[src/rtl/wdg_pkg.sv]
package wdg_pkg;
  // control register bit positions (decoded by software)
  localparam int unsigned EN_BIT   = 7;
  localparam int unsigned CLR_BIT  = 5;
  // status register bit positions
  localparam int unsigned FLAG_BIT = 7;
  localparam int unsigned ALE_BIT  = 0;

  typedef enum logic [1:0] {
    SEL_NONE = 2'd0,
    SEL_CTRL = 2'd1,
    SEL_STAT = 2'd2
  } sel_e;
endpackage

[src/rtl/wdg_prescaler.sv]
module wdg_prescaler #(
  parameter int unsigned PS_W      = 3,
  parameter int unsigned BASE_LOG2 = 3
) (
  input  logic            clk_i,
  input  logic            rst_ni,
  input  logic            en_i,
  input  logic            restart_i,
  input  logic [PS_W-1:0] ps_i,
  output logic            tick_o
);
  localparam int unsigned PRE_W = BASE_LOG2 + (1 << PS_W) - 1;

  logic [PRE_W-1:0] pre_q, pre_d;
  logic [PS_W-1:0]  ps_act_q, ps_act_d;
  logic [PRE_W:0]   span;
  logic [PRE_W-1:0] term;
  logic             reload;

  always_comb begin
    span   = (PRE_W+1)'(1) << ((PRE_W+1)'(BASE_LOG2) + (PRE_W+1)'(ps_act_q));
    term   = PRE_W'(span - (PRE_W+1)'(1));
    tick_o = en_i && (pre_q == term);
    reload = !en_i || restart_i || tick_o;
    pre_d    = reload ? '0 : pre_q + PRE_W'(1);
    ps_act_d = reload ? ps_i : ps_act_q;
  end

  always_ff @(posedge clk_i or negedge rst_ni) begin
    if (!rst_ni) begin
      pre_q    <= '0;
      ps_act_q <= '0;
    end else begin
      pre_q    <= pre_d;
      ps_act_q <= ps_act_d;
    end
  end

  // divider count held at zero while disarmed
  assert_pre_idle_R7: assert property (@(posedge clk_i) disable iff (!rst_ni)
    !en_i |=> (pre_q == '0));
endmodule

[src/rtl/wdg_counter.sv]
module wdg_counter #(
  parameter int unsigned CNT_W = 16
) (
  input  logic clk_i,
  input  logic rst_ni,
  input  logic en_i,
  input  logic restart_i,
  input  logic tick_i,
  output logic wrap_o
);
  logic [CNT_W-1:0] cnt_q, cnt_d;

  always_comb begin
    wrap_o = tick_i && (&cnt_q);
    if (!en_i || restart_i) cnt_d = '0;
    else if (tick_i)        cnt_d = cnt_q + CNT_W'(1);
    else                    cnt_d = cnt_q;
  end

  always_ff @(posedge clk_i or negedge rst_ni) begin
    if (!rst_ni) cnt_q <= '0;
    else         cnt_q <= cnt_d;
  end

  // counter moves only on a divider tick
  assert_cnt_hold_R3: assert property (@(posedge clk_i) disable iff (!rst_ni)
    (en_i && !restart_i && !tick_i) |=> $stable(cnt_q));
  // counter held at zero while disarmed
  assert_cnt_idle_R7: assert property (@(posedge clk_i) disable iff (!rst_ni)
    !en_i |=> (cnt_q == '0));
endmodule

[src/rtl/wdg_regs.sv]
module wdg_regs
  import wdg_pkg::*;
#(
  parameter int unsigned ADDR_W    = 8,
  parameter int unsigned PS_W      = 3,
  parameter logic [ADDR_W-1:0] CTRL_ADDR = 8'h9F,
  parameter logic [ADDR_W-1:0] STAT_ADDR = 8'hBF
) (
  input  logic              clk_i,
  input  logic              rst_ni,
  input  logic              wr_i,
  input  logic [ADDR_W-1:0] addr_i,
  input  logic [7:0]        wdata_i,
  input  logic              ovf_i,
  output logic              en_o,
  output logic [PS_W-1:0]   ps_next_o,
  output logic              clr_o,
  output logic              ale_o,
  output logic              pulse_o,
  output logic [7:0]        rdata_o
);
  sel_e            sel;
  logic            ctrl_we, stat_we;
  logic            en_q, en_d, ale_q, ale_d, flag_q, flag_d, pulse_q, pulse_d;
  logic [PS_W-1:0] ps_q, ps_d;

  always_comb begin
    if (addr_i == CTRL_ADDR)      sel = SEL_CTRL;
    else if (addr_i == STAT_ADDR) sel = SEL_STAT;
    else                          sel = SEL_NONE;
    ctrl_we = wr_i && (sel == SEL_CTRL);
    stat_we = wr_i && (sel == SEL_STAT);
    clr_o   = ctrl_we && wdata_i[CLR_BIT];
  end

  always_comb begin
    en_d    = en_q;
    ps_d    = ps_q;
    ale_d   = ale_q;
    flag_d  = flag_q;
    pulse_d = ovf_i;
    if (ovf_i) begin
      en_d   = 1'b0;
      ps_d   = '0;
      ale_d  = 1'b0;
      flag_d = 1'b1;
    end else begin
      if (ctrl_we) begin
        en_d = wdata_i[EN_BIT];
        ps_d = wdata_i[PS_W-1:0];
      end
      if (stat_we) begin
        ale_d = wdata_i[ALE_BIT];
        if (!wdata_i[FLAG_BIT]) flag_d = 1'b0;
      end
    end
  end

  always_ff @(posedge clk_i or negedge rst_ni) begin
    if (!rst_ni) begin
      en_q    <= 1'b0;
      ps_q    <= '0;
      ale_q   <= 1'b0;
      flag_q  <= 1'b0;
      pulse_q <= 1'b0;
    end else begin
      en_q    <= en_d;
      ps_q    <= ps_d;
      ale_q   <= ale_d;
      flag_q  <= flag_d;
      pulse_q <= pulse_d;
    end
  end

  always_comb begin
    rdata_o = '0;
    case (sel)
      SEL_CTRL: begin
        rdata_o[EN_BIT]     = en_q;
        rdata_o[PS_W-1:0]   = ps_q;
      end
      SEL_STAT: begin
        rdata_o[FLAG_BIT]   = flag_q;
        rdata_o[ALE_BIT]    = ale_q;
      end
      default: rdata_o = '0;
    endcase
  end

  assign en_o      = en_q;
  assign ps_next_o = ps_d;
  assign ale_o     = ale_q;
  assign pulse_o   = pulse_q;

  // pulse never lasts two cycles
  assert_pulse_single_R4: assert property (@(posedge clk_i) disable iff (!rst_ni)
    pulse_q |=> !pulse_q);
  // pulse coincides with a disarmed control and a set flag
  assert_reset_effect_R5: assert property (@(posedge clk_i) disable iff (!rst_ni)
    pulse_q |-> (!en_q && flag_q && !ale_q && ps_q == '0));
  // a wrap always leaves the flag set
  assert_flag_set_R9: assert property (@(posedge clk_i) disable iff (!rst_ni)
    ovf_i |=> flag_q);
endmodule

[src/rtl/wdg_top.sv]
module wdg_top #(
  parameter int unsigned CNT_W     = 16,
  parameter int unsigned PS_W      = 3,
  parameter int unsigned BASE_LOG2 = 3,
  parameter int unsigned ADDR_W    = 8,
  parameter logic [ADDR_W-1:0] CTRL_ADDR = 8'h9F,
  parameter logic [ADDR_W-1:0] STAT_ADDR = 8'hBF
) (
  input  logic              clk_i,
  input  logic              rst_ni,
  input  logic              sfr_we_i,
  input  logic [ADDR_W-1:0] sfr_addr_i,
  input  logic [7:0]        sfr_wdata_i,
  output logic [7:0]        sfr_rdata_o,
  output logic              wdt_rst_o,
  output logic              ale_inhibit_o
);
  logic [1:0]      rst_sync_q;
  logic            rst_n;
  logic            en, clr, tick, wrap, ovf;
  logic [PS_W-1:0] ps_next;

  always_ff @(posedge clk_i or negedge rst_ni) begin
    if (!rst_ni) rst_sync_q <= 2'b00;
    else         rst_sync_q <= {rst_sync_q[0], 1'b1};
  end
  assign rst_n = rst_sync_q[1];

  // a restart written in the wrap cycle cancels the wrap
  assign ovf = wrap && !clr;

  wdg_regs #(
    .ADDR_W(ADDR_W), .PS_W(PS_W), .CTRL_ADDR(CTRL_ADDR), .STAT_ADDR(STAT_ADDR)
  ) u_regs (
    .clk_i(clk_i), .rst_ni(rst_n), .wr_i(sfr_we_i), .addr_i(sfr_addr_i),
    .wdata_i(sfr_wdata_i), .ovf_i(ovf), .en_o(en), .ps_next_o(ps_next),
    .clr_o(clr), .ale_o(ale_inhibit_o), .pulse_o(wdt_rst_o), .rdata_o(sfr_rdata_o)
  );

  wdg_prescaler #(.PS_W(PS_W), .BASE_LOG2(BASE_LOG2)) u_pre (
    .clk_i(clk_i), .rst_ni(rst_n), .en_i(en), .restart_i(clr),
    .ps_i(ps_next), .tick_o(tick)
  );

  wdg_counter #(.CNT_W(CNT_W)) u_cnt (
    .clk_i(clk_i), .rst_ni(rst_n), .en_i(en), .restart_i(clr),
    .tick_i(tick), .wrap_o(wrap)
  );

  // a restart never lets a pulse through on the next cycle
  assert_clear_beats_wrap_R6: assert property (@(posedge clk_i) disable iff (!rst_n)
    clr |=> !wdt_rst_o);
endmodule

[config.mk]
export PLATFORM = sky130hd
export DESIGN_NAME = wdg_top
export DESIGN_NICKNAME = d
export VERILOG_FILES = /design/src/rtl/wdg_pkg.sv /design/src/rtl/wdg_prescaler.sv /design/src/rtl/wdg_counter.sv /design/src/rtl/wdg_regs.sv /design/src/rtl/wdg_top.sv
export SDC_FILE = /design/constraint.sdc
export NUM_CORES = 1
export LEC_CHECK = 0
export BUFFER_PORTS_ARGS = -buffer_cell sky130_fd_sc_hd__buf_2
export CAP_MARGIN = 5
export CORE_ASPECT_RATIO = 0.5
export CORE_MARGIN = 2
export CORE_UTILIZATION = 50
export CTS_CLUSTER_DIAMETER = 60
export CTS_CLUSTER_SIZE = 40
export DETAILED_ROUTE_END_ITERATION = 12
export PLACE_DENSITY = 0.72
export REMOVE_ABC_BUFFERS = 1
export SLEW_MARGIN = 5
export SYNTH_ARGS = -nofsm -noshare
export SYNTH_HDL_FRONTEND = slang
export SYNTH_SLANG_ARGS = --single-unit
[constraint.sdc]
create_clock -name clk_i -period 1.45 [get_ports clk_i]
set_clock_uncertainty 0.2 [all_clocks]
set_input_delay 0.0725 -clock clk_i [delete_from_list [all_inputs] [get_ports clk_i]]
set_output_delay 0.0725 -clock clk_i [all_outputs]
set_load 0.05 [all_outputs]
# [Word-level counts from Yosys, hierarchy flattened]
# Index checks and enable logic that the tools add are counted.
[totals] ff_bits=38 input_bits=19
[classes] n_mux=17 eq_ne=6 reduce_logical=15 addsub=4 shifts=1
[op_table] operator="16-bit 2-to-1 mux" n=2
[op_table] operator="16-bit by 1-bit adder with 16-bit output, second input constant" n=1
[op_table] operator="8-bit == test, second input constant" n=2
[op_table] operator="16-bit AND reduction" n=1
[op_table] operator="1-bit by 11-bit left shift with 10-bit output, first input constant" n=1
[op_table] operator="10-bit by 1-bit adder with 10-bit output, second input constant" n=1
[op_table] operator="10-bit == test" n=1
[op_table] operator="10-bit 2-to-1 mux" n=1
[op_table] operator="10-bit by 1-bit subtractor with 10-bit output, second input constant" n=1
[op_table] operator="1-bit 2-to-1 mux" n=7
[op_table] operator="1-bit logical AND" n=6
[op_table] operator="2-bit 2-to-1 mux" n=3
[op_table] operator="3-bit 2-to-1 mux" n=2
[op_table] operator="2-bit nonzero test" n=3
[op_table] operator="2-bit by 3-bit adder with 4-bit output, first input constant" n=1
[op_table] operator="1-bit one-hot mux with 2 select lines" n=2
[op_table] operator="2-bit by 1-bit == test with 1-bit output, second input constant" n=1
[op_table] operator="2-bit == test, second input constant" n=1
[op_table] operator="1-bit logical NOT" n=2
[op_table] operator="1-bit logical OR" n=2
[op_table] operator="2-bit by 1-bit != test with 1-bit output, second input constant" n=1
[op_table] operator="2-bit AND reduction" n=1

# [Longest topological paths before layout]
[logic_depth] word_depth=10 ltp_mapped=11

# [Modules after synthesis]
# Synthesis repeated with hierarchy kept, for this count alone.
[unflattened] hier_cells=237 area_unflattened_um2=2413.6
[modules_own_cells] mod="wdg_prescaler" seq_area_each_um2=325.3 cells_each=107 area_per_inst_um2=1067.3 instances=1
[modules_own_cells] mod="wdg_counter" seq_area_each_um2=400.4 cells_each=82 area_per_inst_um2=830.8 instances=1
[modules_own_cells] mod="wdg_regs" seq_area_each_um2=175.2 cells_each=44 area_per_inst_um2=447.9 instances=1
[modules_own_cells] mod="wdg_top" seq_area_each_um2=50.0 cells_each=4 area_per_inst_um2=67.6 instances=1

# [Worst setup path before layout]
# No wires, ideal clock.
[synth_path] path_type="flip-flop to flip-flop" from="register u_pre.pre_q[7]" to="register u_cnt.cnt_q[10]" synth_period_minus_slack_ps=2261 setup_slack_ps=-811 required_ps=1172 arrival_time_ps=1983 setup_ps=78 path_stages_with_launch=8 cell_sequence="dfrtp_1 nor2b_1 a2111oi_0 o2111a_1 o211ai_2 buf_6 or4_1 a21oi_1"
[synth_via] elab_chain_cells=3
[synth_lines] item="from (decl)" line="wdg_prescaler.sv:14" text="logic [PRE_W-1:0] pre_q, pre_d;"
[synth_lines] item="from (signal assigned)" line="wdg_prescaler.sv:34" text="pre_q <= pre_d;"
[synth_lines] item="10-bit == test" line="wdg_prescaler.sv:23" text="tick_o = en_i && (pre_q == term);"
[synth_lines] item="1-bit logical AND" line="wdg_prescaler.sv:23"
[synth_lines] item="2-bit nonzero test (no source line)"
[synth_lines] item="to (signal assigned)" line="wdg_counter.sv:22" text="else cnt_q <= cnt_d;"
[synth_lines] item="to (decl)" line="wdg_counter.sv:11" text="logic [CNT_W-1:0] cnt_q, cnt_d;"
# No other way between the ends.
# A chain may end at the register's enable or synchronous reset.

# [Worst setup path in the final report]
[layout_path] from="register u_pre.ps_act_q[2]" to="register u_pre.ps_act_q[1]"
[layout_via] elab_chain_cells=8 elab_cells_between_ends=9
[layout_lines] item="from (decl)" line="wdg_prescaler.sv:15" text="logic [PS_W-1:0] ps_act_q, ps_act_d;"
[layout_lines] item="from (signal assigned)" line="wdg_prescaler.sv:35" text="ps_act_q <= ps_act_d;"
[layout_lines] item="2-bit by 3-bit adder with 4-bit output (*)" line="wdg_prescaler.sv:21" text="span = (PRE_W+1)'(1) << ((PRE_W+1)'(BASE_LOG2) + (PRE_W+1)'(ps_act_q));"
[layout_lines] item="1-bit by 11-bit left shift with 10-bit output (*)" line="wdg_prescaler.sv:21"
[layout_lines] item="10-bit by 1-bit subtractor with 10-bit output (*)" line="wdg_prescaler.sv:22" text="term = PRE_W'(span - (PRE_W+1)'(1));"
[layout_lines] item="10-bit == test (*)" line="wdg_prescaler.sv:23"
[layout_lines] item="1-bit logical AND (*)" line="wdg_prescaler.sv:23"
[layout_lines] item="1-bit logical AND" line="wdg_counter.sv:14" text="wrap_o = tick_i && (&cnt_q);"
[layout_lines] item="1-bit logical AND" line="wdg_top.sv:30" text="assign ovf = wrap && !clr;"
[layout_lines] item="3-bit 2-to-1 mux" line="wdg_regs.sv:42" text="if (ovf_i) begin"
# Every way passes the cells marked *; elsewhere a longest branch is shown, timed or not.

==> impl_metrics.csv <==
group,metric,value,unit
clock_network,insertion_delay,0.31,ns
routing,antenna_left,0,
routing,dr.first_iter.drc_count,108,
logic_synthesis,synth.ff_latch_count,38,
global_route,grt_antenna_before_repair,0,
pwr,p_total,0.00213,W
logic_synthesis,netlist-cell-type-count,49,
logic_synthesis,post_synth.cell_area_avg,9.23,µm²
global_route,global_route_wire_length_before_repair,9540,µm
floorplanning,floorplan.rows,17,
routing,wirelength,5980,µm
timing,max_clock_freq,0.446,GHz
pwr,p_switching,0.000557,W
cells_and_area,area_growth,43.2,%
cells_and_area,layout-drive-gt1-share,0.378,
global_route,sum_of_overflow_across_all_layers_after_global_routing,0,
logic_synthesis,synth_xor_xnor_area_share,0.0435,
setup_path,worst_ep_arrival_time,2.23,ns
clock_network,htree_num_levels,2,
floorplanning,core_area,4320,µm²
routing,avgRoutedWirePerCell,15.1,µm
pwr,power.leakage,1.38,nW
min_path,timing.hold.worst.class,"in2reg",
logic_synthesis,complex_gate_fraction_of_the_synthesized_area,0.170,
routing,post_dr_vias_cell,5.50,
timing,min_period_over_period,1.55,
timing,slew_headroom,0.674,
setup_path,worstSetupStartpointType,"flip-flop",
cells_and_area,antenna_cells_inserted,0,
run,number_of_max_capacitance_violations_reported,0,
logic_synthesis,main_combinational_cell_family_by_area_after_synthesis,"simple AND/OR/NAND/NOR gates",
logic_synthesis,synthCells,240,
setup_path,top_family_by_delay_on_critical_path,"compound AO/OA/AOI/OAI gates",
timing,setup_violators_final,38,
logic_synthesis,syn-cell-area,2210,µm²
timing,postLayoutSetupSlackWorst,-0.794,ns
place,gp_routability_congestion,0.849,
routing,firstDrtPassIters,4,
global_route,global_route.usage.total,0.244,
outcome,status,"finished, violations left",
pwr,intPower,0.00157,W
global_route,grt_max_degree,37,
floorplanning,num_io_pins,29,
timing,timing.final.max_slew_violations,0,
floorplanning,dieHeight,51.1,µm
logic_synthesis,yosys_warnings,0,
place,dp_worst_setup_slack,-0.936,ns
timing,timing_worst_slew_pin_value,0.483,ns
setup_path,timing.critical_path.to_type,"flip-flop",
pwr,pwr_density_cell,671,nW/µm²
setup_path,timing.critical_path.required,1.44,ns
logic_synthesis,synth_edf_count,0,
logic_synthesis,synth_adder_area_share,0.0169,
place,port-buffer-count,21,
logic_synthesis,asyncSetResetFlopFracSynth,1.00,
outcome,violations,"setup timing",
clock_network,cts.sinks,38,
timing,period_minus_slack,2.24,ns
floorplanning,die_w,98.1,µm
routing,route.detailed.drc,0,
setup_path,path_cells,"buf_6, and4b_1, a211oi_2, o22ai_2, o211ai_4, buf_2, o21a_1, o2bb2ai_1",
global_route,grt_pass1_vias,2177,
clock_network,number_of_buffers_added_by_the_clock_tree_synthesis_step,5,
clock_network,cts.clk_slew.worst_paths,0.08,ns
cells_and_area,commonest_non_fill_non_tap_cell_in_the_layout,"buf_4",
pwr,share_comb_of_total_power,0.122,
pwr,clock_power_share,0.366,
logic_synthesis,synth_simple_gate_area_share,0.255,
setup_path,crit_path_max_fanout,8,
logic_synthesis,synth.area.mux_share,0.0316,
clock_network,clock-root-buffer,"clkbuf_8",
place,hpwlAfterDp,3990,µm
clock_network,cts.path.max_buffers,2,
timing,hold_slack,0.0513,ns
pwr,seq_pwr_share,0.512,
logic_synthesis,dominantRegCellSynth,"dfrtp_1",
routing,dr_total_vias,2178,
logic_synthesis,synth.yosys.seq_area_share,0.429,
timing,rsz0062_at_grt,"true",
cells_and_area,mostFrequentLayoutCells,"buf_4 (67), dfrtp_1 (37), nor2_1 (24), buf_2 (18), nand2_1 (17)",
timing,hold_violations,0,
setup_path,timing.setup.critical_path_class,"reg2reg",
setup_path,path_buf_inv,2,
floorplanning,floorplan.initialDensity,0.513,
pwr,sw_frac_of_total,0.262,
setup_path,critical_path.slowest_cell,"dfrtp_1",
setup_path,critPathMaxStageDelay,0.41,ns
clock_network,cts_tree,"done",
pwr,ir_drop,0.499,mV
cells_and_area,fin_nets,360,
floorplanning,design.die.area,5010,µm²
[routing by layer]
metal / wire length [µm] / track usage / vias up / part of all wire
li1: - / - / 1045 / -
met5: 0 / 0 / - / 0
met3: 228 / 0.0561 / 12 / 0.038
met1: 2720 / 0.300 / 1078 / 0.45
met4: 96 / 0.102 / 0 / 0.016
met2: 2940 / 0.422 / 43 / 0.49
[final timing paths]
check,start,to,slack [ns],cells after the start
setup reg to reg,u_pre.ps_act_q[2]$_DFFE_PN0N_,u_pre.ps_act_q[1]$_DFFE_PN0N_,-0.79,8
min in group asynchronous,rst_sync_q[1]$_DFF_PN0_,u_cnt.cnt_q[12]$_DFFE_PN0N_,0.09,1
setup / recovery,u_pre.ps_act_q[2]$_DFFE_PN0N_,u_pre.ps_act_q[1]$_DFFE_PN0N_,-0.79,8
hold / removal,sfr_addr_i[5],u_regs.ps_q[1]$_DFF_PN0_,0.05,4
max in group asynchronous,rst_ni,rst_sync_q[1]$_DFF_PN0_,0.53,3
hold reg to reg,rst_sync_q[1]$_DFF_PN0_,u_cnt.cnt_q[12]$_DFFE_PN0N_,0.09,1
[stage by stage]
stage / cell area, µm² / instances / setup TNS [ns] / utilization
finish: 3170 / 396 / -25.55 / 0.734
global route: 3170 / 396 / -29.28 / 0.734
CTS: 3090 / 391 / -24.01 / 0.715
detailed placement: 2790 / 369 / -30.65 / 0.646
global placement: 2790 / 369 / -27.77 / 0.646
floorplan: 2130 / 228 / -37.18 / -
[cell type report]
type,instances,area [µm²]
clock inverter,1,5.00
fill,304,1150
sequential,38,952
timing repair buffer,103,796
inverter,2,7.51
clock buffer,7,86.3
multi-input combinational,188,1250
tap,57,71.3
[tightest hold or removal path: stages]
cell	delay (ns)
buf_2	0.10
nor3b_2	0.06
mux2i_1	0.17
nor2_1	0.12
[power groups by stage]
| stage | logic, W | clock network (W) | registers (W) |
|---|---|---|---|
| after floorplan | 0.0000880 | 0 | 0.00113 |
| after global placement | 0.000196 | 0 | 0.00111 |
| after detailed placement | 0.000202 | 0 | 0.00111 |
| after CTS | 0.000241 | 0.000787 | 0.00109 |
| after global routing | 0.000280 | 0.000846 | 0.00109 |
| final | 0.000260 | 0.000780 | 0.00109 |
[sequential cells by signal, indices dropped and copies added (netlist names)]
register        count
u_regs.pulse_o      1
rst_sync_q          2
u_regs.ps_q         3
u_regs.ale_o        1
u_cnt.cnt_q        16
u_pre.ps_act_q      3
u_regs.flag_q       1
u_pre.pre_q        10
u_regs.en_o         1
[Yosys cell counts (all sizes together) (2+ instances only)]
master / instances / area (µm²)
nand4b: 3 / 26.3
mux2i: 7 / 70.1
nor3: 3 / 15.0
o31ai: 2 / 15.0
or4: 2 / 15.0
o2bb2ai: 3 / 26.3
nor3b: 4 / 35.0
conb: 2 / 7.51
o21ai: 20 / 104
a21oi: 16 / 91.3
and3: 9 / 56.3
or2: 3 / 18.8
nor2: 24 / 90.1
dfrtp: 38 / 951
nand3: 16 / 80.1
xnor2: 5 / 43.8
a2111oi: 2 / 36.3
ha: 3 / 37.5
nand2: 18 / 67.6
clkbuf: 5 / 18.8
inv: 2 / 7.51
o2111a: 2 / 22.5
nand3b: 2 / 15.0
xor2: 6 / 52.6
and2: 2 / 12.5
or3: 12 / 75.1
o21a: 3 / 22.5
buf: 12 / 85.1
nor2b: 2 / 12.5
o211ai: 2 / 20.0
[repair_timing]
| item | CTS | global route |
|---|---|---|
| pin swaps | 10 | 7 |
| gates cloned | 1 | 1 |
| hold buffers | 7 | 0 |
| setup endpoints to repair | 39 | 40 |
| setup buffers | 6 | 5 |
| resized for setup | 22 | 18 |
| hold endpoints to repair | 8 | 0 |
[cell families (layout without fill, tap and decap cells)]
| kind of cell | Yosys count | count (layout) |
|---|---|---|
| compound gates | 55 | 55 |
| xor+xnor | 11 | 11 |
| fa+ha+maj | 3 | 3 |
| buf+inv | 19 | 113 |
| flops | 38 | 38 |
| mux | 7 | 7 |
| other cells | 2 | 7 |
| simple gates | 105 | 105 |
(Power assumes the default switching activity.)
